--- src/rtl/cardclk_pkg.sv ---
package cardclk_pkg;

   typedef enum logic [1:0] {
      RATIO_DIV8 = 2'b00,
      RATIO_PASS = 2'b01,
      RATIO_DIV4 = 2'b10,
      RATIO_DIV2 = 2'b11
   } ratio_e;

   // Counter bit whose toggling gives the selected divided clock.
   function automatic int tap_of(ratio_e r);
      case (r)
         RATIO_DIV2: tap_of = 0;
         RATIO_DIV4: tap_of = 1;
         default:    tap_of = 2;
      endcase
   endfunction

endpackage

--- src/rtl/cardclk_ratio_ctl.sv ---
module cardclk_ratio_ctl
   import cardclk_pkg::*;
#(
   parameter int MAX_DIV = 8,
   localparam int CNT_W = $clog2(MAX_DIV)
)(
   input  logic             clk_i,
   input  logic             rst_ni,
   input  logic [1:0]       sel_i,
   input  logic             en_i,
   output logic [CNT_W-1:0] cnt_o,
   output ratio_e           act_o,
   output logic             en_o,
   output logic             div_o
);

   generate
      if (MAX_DIV != 8) begin : g_bad_div
         $error("cardclk_ratio_ctl: MAX_DIV must be 8");
      end
   endgenerate

   logic [CNT_W-1:0] cnt_nxt;
   logic [CNT_W-1:0] taps;
   logic             wrap;
   ratio_e           act_nxt;
   logic             en_nxt;

   assign wrap    = (cnt_o == {CNT_W{1'b1}});
   assign cnt_nxt = cnt_o + 1'b1;
   assign act_nxt = wrap ? ratio_e'(sel_i) : act_o;
   assign en_nxt  = wrap ? en_i : en_o;

   generate
      for (genvar g = 0; g < CNT_W; g++) begin : g_tap
         assign taps[g] = cnt_nxt[g];
      end
   endgenerate

   always_ff @(posedge clk_i or negedge rst_ni) begin
      if (!rst_ni) begin
         cnt_o <= '0;
         act_o <= RATIO_DIV8;
         en_o  <= 1'b0;
         div_o <= 1'b0;
      end else begin
         cnt_o <= cnt_nxt;
         act_o <= act_nxt;
         en_o  <= en_nxt;
         div_o <= en_nxt && (act_nxt != RATIO_PASS) && taps[tap_of(act_nxt)];
      end
   end

endmodule

--- src/rtl/cardclk_pass_gate.sv ---
module cardclk_pass_gate
   import cardclk_pkg::*;
(
   input  logic   clk_i,
   input  logic   rst_ni,
   input  ratio_e act_i,
   input  logic   en_i,
   output logic   gated_o
);

   logic open_q;

   // Updated while the reference is low, so the gate never cuts a high phase.
   always_ff @(negedge clk_i or negedge rst_ni) begin
      if (!rst_ni) open_q <= 1'b0;
      else         open_q <= en_i && (act_i == RATIO_PASS);
   end

   assign gated_o = clk_i & open_q;

endmodule

--- src/rtl/cardclk_out_mux.sv ---
module cardclk_out_mux (
   input  logic sync_i,
   input  logic strobe_i,
   input  logic en_i,
   input  logic div_i,
   input  logic pass_i,
   output logic clk_o
);

   always_comb begin
      if (sync_i) clk_o = strobe_i & en_i;
      else        clk_o = div_i | pass_i;
   end

endmodule

--- src/rtl/cardclk_gen.sv ---
module cardclk_gen
   import cardclk_pkg::*;
#(
   parameter int MAX_DIV = 8,
   localparam int CNT_W = $clog2(MAX_DIV)
)(
   input  logic       ref_clk,
   input  logic       rst_n,
   input  logic [1:0] div_sel,
   input  logic       sync_mode,
   input  logic       strobe,
   input  logic       clk_en,
   output logic       card_clk,
   output logic       ref_buf
);

   logic [CNT_W-1:0] cnt;
   ratio_e           act_sel;
   logic             en_q;
   logic             div_q;
   logic             pass_clk;

   cardclk_ratio_ctl #(.MAX_DIV(MAX_DIV)) u_ctl (
      .clk_i  (ref_clk),
      .rst_ni (rst_n),
      .sel_i  (div_sel),
      .en_i   (clk_en),
      .cnt_o  (cnt),
      .act_o  (act_sel),
      .en_o   (en_q),
      .div_o  (div_q)
   );

   cardclk_pass_gate u_pass (
      .clk_i   (ref_clk),
      .rst_ni  (rst_n),
      .act_i   (act_sel),
      .en_i    (en_q),
      .gated_o (pass_clk)
   );

   cardclk_out_mux u_mux (
      .sync_i   (sync_mode),
      .strobe_i (strobe),
      .en_i     (clk_en),
      .div_i    (div_q),
      .pass_i   (pass_clk),
      .clk_o    (card_clk)
   );

   assign ref_buf = ref_clk;

endmodule

--- config.mk ---
export PLATFORM = sky130hd
export DESIGN_NAME = cardclk_gen
export DESIGN_NICKNAME = d
export VERILOG_FILES = /design/src/rtl/cardclk_pkg.sv /design/src/rtl/cardclk_ratio_ctl.sv /design/src/rtl/cardclk_pass_gate.sv /design/src/rtl/cardclk_out_mux.sv /design/src/rtl/cardclk_gen.sv
export SDC_FILE = /design/constraint.sdc
export NUM_CORES = 1
export LEC_CHECK = 0
export CORE_AREA = 2 2 39 41
export DETAILED_ROUTE_END_ITERATION = 16
export DIE_AREA = 0 0 41 43
export GPL_TIMING_DRIVEN = 1
export SLEW_MARGIN = 15
export SYNTH_ARGS = -nofsm -noshare
export SYNTH_HDL_FRONTEND = slang
export SYNTH_SLANG_ARGS = --single-unit
--- constraint.sdc ---
create_clock -name ref_clk -period 4 [get_ports ref_clk]
set_input_delay 1 -clock ref_clk [delete_from_list [all_inputs] [get_ports ref_clk]]
set_output_delay 1 -clock ref_clk [all_outputs]
set_load 0.03 [all_outputs]
==> impl_metrics.toml, run 1 <==
[synthesis]
yosys_warnings = 0
synth_area_um2 = 343
ys_ff_latch = 8
synth_nets = 35
synthCells = 25
seq_area_frac_synth = 0.584
synth.distinct_cells = 14
synth.avg_cell_area_um2 = 13.7

[route]
antenna_left = 0
dr.pass1.iters = 4
via_per_inst = 4.25
via_count = 242
drc = 0
wl_um = 643
wl_per_cell_um = 11.3
drt_iter0_markers = 1

[setup_path]
slowest_delay_ps = 400
cp_data_required_time_ps = 3000
critPathSlowestCell = "dfrtn_1"
reg2reg_depth = 1
worstReg2RegEnd = "u_pass.open_q"
cp-start-kind = "register"
startpoint = "u_pass.open_q"
crit_end = "card_clk"
critPathMaxFanout = 1
worstSetupPathType = "register to output port"
r2r_slack_ps = 1320
endpoint_kind = "output port"
arrival_ps = 3100
crit_chain = "a21oi_2, o21ai_1, buf_4"
worstReg2RegStart = "u_ctl.en_o"

[cts]
clk_latency_ps = 380
cts_tree = "done"
cts_setup_buffers = 0
path_clk_slew_ps = 60

[final_layout]
drive_gt1_frac = 0.293
nNetsFinal = 51
syn_to_final_growth_pct = 44.9
n_antenna_cell = 0
fin_area_um2 = 497

[placed_design]
place.gp.congestion = 0.607
port-buffer-count = 8
placed_cell_area_um2 = 435
hpwl_um = 457

[sta]
whs_ps = 437
worstMarginPinSlew_ps = 347
layout_setup_ws_ps = -101
tns_ps = -101
max_slew_margin = 0.768
skew_ps = 19.8
setup_viol_count_final = 1
rsz0062_at_grt = "true"
final_max_slew_viol_count = 0
hold_viol_final = 0

[status]
violations = "setup timing"
status = "complete, but fails checks"

[die]
die_area_um2 = 1760
io_pins = 9
die_x_um = 41
core.rowCount = 14
core_area_um2 = 1380
die_h_um = 43
initial_core_util = 0.248

[worst_hold_path]
worst_hold_path.num_cells = 1
hp-class = "register to register"

[global_route]
grt_max_degree = 9
grtUsageTotal = 0.0935
grt_pass1_vias = 265
grt_pass1_wl_um = 952
antenna_found_initial = 0
grt_overflow = 0

[power_and_ir_drop]
power.density_nw_per_um2 = 560
finalPower_mw = 0.278
leakage_nw = 0.244
vdd_drop_max_mv = 0.288

[run]
drv_cap = 0
==> cell type report <==
cell class | instances | area [µm²]
multi-input combinational | 14 | 131
inverter | 2 | 7.51
clock buffer | 11 | 77.6
sequential | 8 | 200
fill | 129 | 887
timing repair buffer | 6 | 60.1
tap | 16 | 20.0
==> per-stage QoR <==
step	cells	setup WS, ps	util
2_1_floorplan	25	129	-
3_3_place_gp	48	-184	0.315
3_5_place_dp	48	-194	0.315
4_1_cts	57	-115	0.359
5_1_grt	57	-166	0.359
6_report	57	-101	0.359
==> worst min path at each step <==
stage	startpoint	end
6_report	u_ctl.cnt_o[0]	u_ctl.cnt_o[0]
5_1_grt	u_ctl.cnt_o[0]	u_ctl.cnt_o[0]
4_1_cts	u_ctl.cnt_o[0]	u_ctl.cnt_o[0]
3_5_place_dp	u_ctl.cnt_o[0]	u_ctl.cnt_o[0]
3_3_place_gp	u_ctl.cnt_o[0]	u_ctl.cnt_o[0]
2_1_floorplan	u_ctl.cnt_o[0]	u_ctl.cnt_o[0]
==> cell families (layout without fill, tap and decap cells) <==
logic type      count (synthesis)  count (layout)  share of synthesized area
simple gates                    4               4                     0.0803
compound gates                  3               3                     0.0438
mux                             4               4                      0.139
buf+inv                         3              19                     0.0438
flops                           8               8                      0.584
fa+ha+maj                       3               3                      0.110
==> per-layer routing <==
layer	vias up	wire length, µm	track usage
li1	117	-	-
met1	111	282	0.0903
met2	14	271	0.113
met3	0	89	0.115
met4	0	0	0.0467
met5	-	0	0
==> flip-flops by register name, indices dropped and copies added, names as in the netlist <==
register and count:
u_ctl.en_o 1, u_ctl.cnt_o 3, u_ctl.act_o 2, u_pass.open_q 1
u_ctl.div_o 1
==> synth_stat cells, drive strengths merged <==
| cell type | instances | area, µm² |
|---|---|---|
| inv | 2 | 7.51 |
| and3b | 1 | 8.76 |
| mux2i | 1 | 10.0 |
| ha | 3 | 37.5 |
| or4b | 1 | 10.0 |
| nand2 | 1 | 3.75 |
| a21oi | 1 | 5.00 |
| nand3 | 1 | 5.00 |
| dfrtn | 1 | 25.0 |
| buf | 1 | 7.51 |
| o21ai | 2 | 10.0 |
| mux2 | 3 | 37.5 |
| dfrtp | 7 | 175 |
==> where the power goes <==
part | leakage, nW | switching, mW | internal [mW]
clock | 0.0470 | 0.0757 | 0.106
combinational | 0.0976 | 0.00411 | 0.00762
sequential | 0.0997 | 0.00108 | 0.0834
==> what timing repair did <==
item | in CTS | in global routing
resized for setup | 7 | 0
pin swaps | 0 | 0
hold buffers | 0 | 0
setup endpoints to repair | 1 | 1
endpoints found under the hold margin | 0 | 0
==> worst max-delay path, delay by kind of cell (launching register included) <==
| kind | cells | cell delay, ps |
|---|---|---|
| flops | 1 | 400 |
| buf+inv | 1 | 170 |
| compound gates | 2 | 160 |
==> cells in the final DEF (no fill, tap or decap), types with 2 or more instances in the layout <==
cell,count
dfrtp_1,7
clkbuf_1,2
clkbuf_4,7
clkdlybuf4s50_1,7
mux2_2,2
ha_1,3
inv_1,2
Power figures use the tool's default switching activity.
==> inputs of run 2 (changes only) <==
- CAP_MARGIN: unset -> 15
==> results of run 2 <==
Final layout, timing and power as in run 1 (identical DEF).
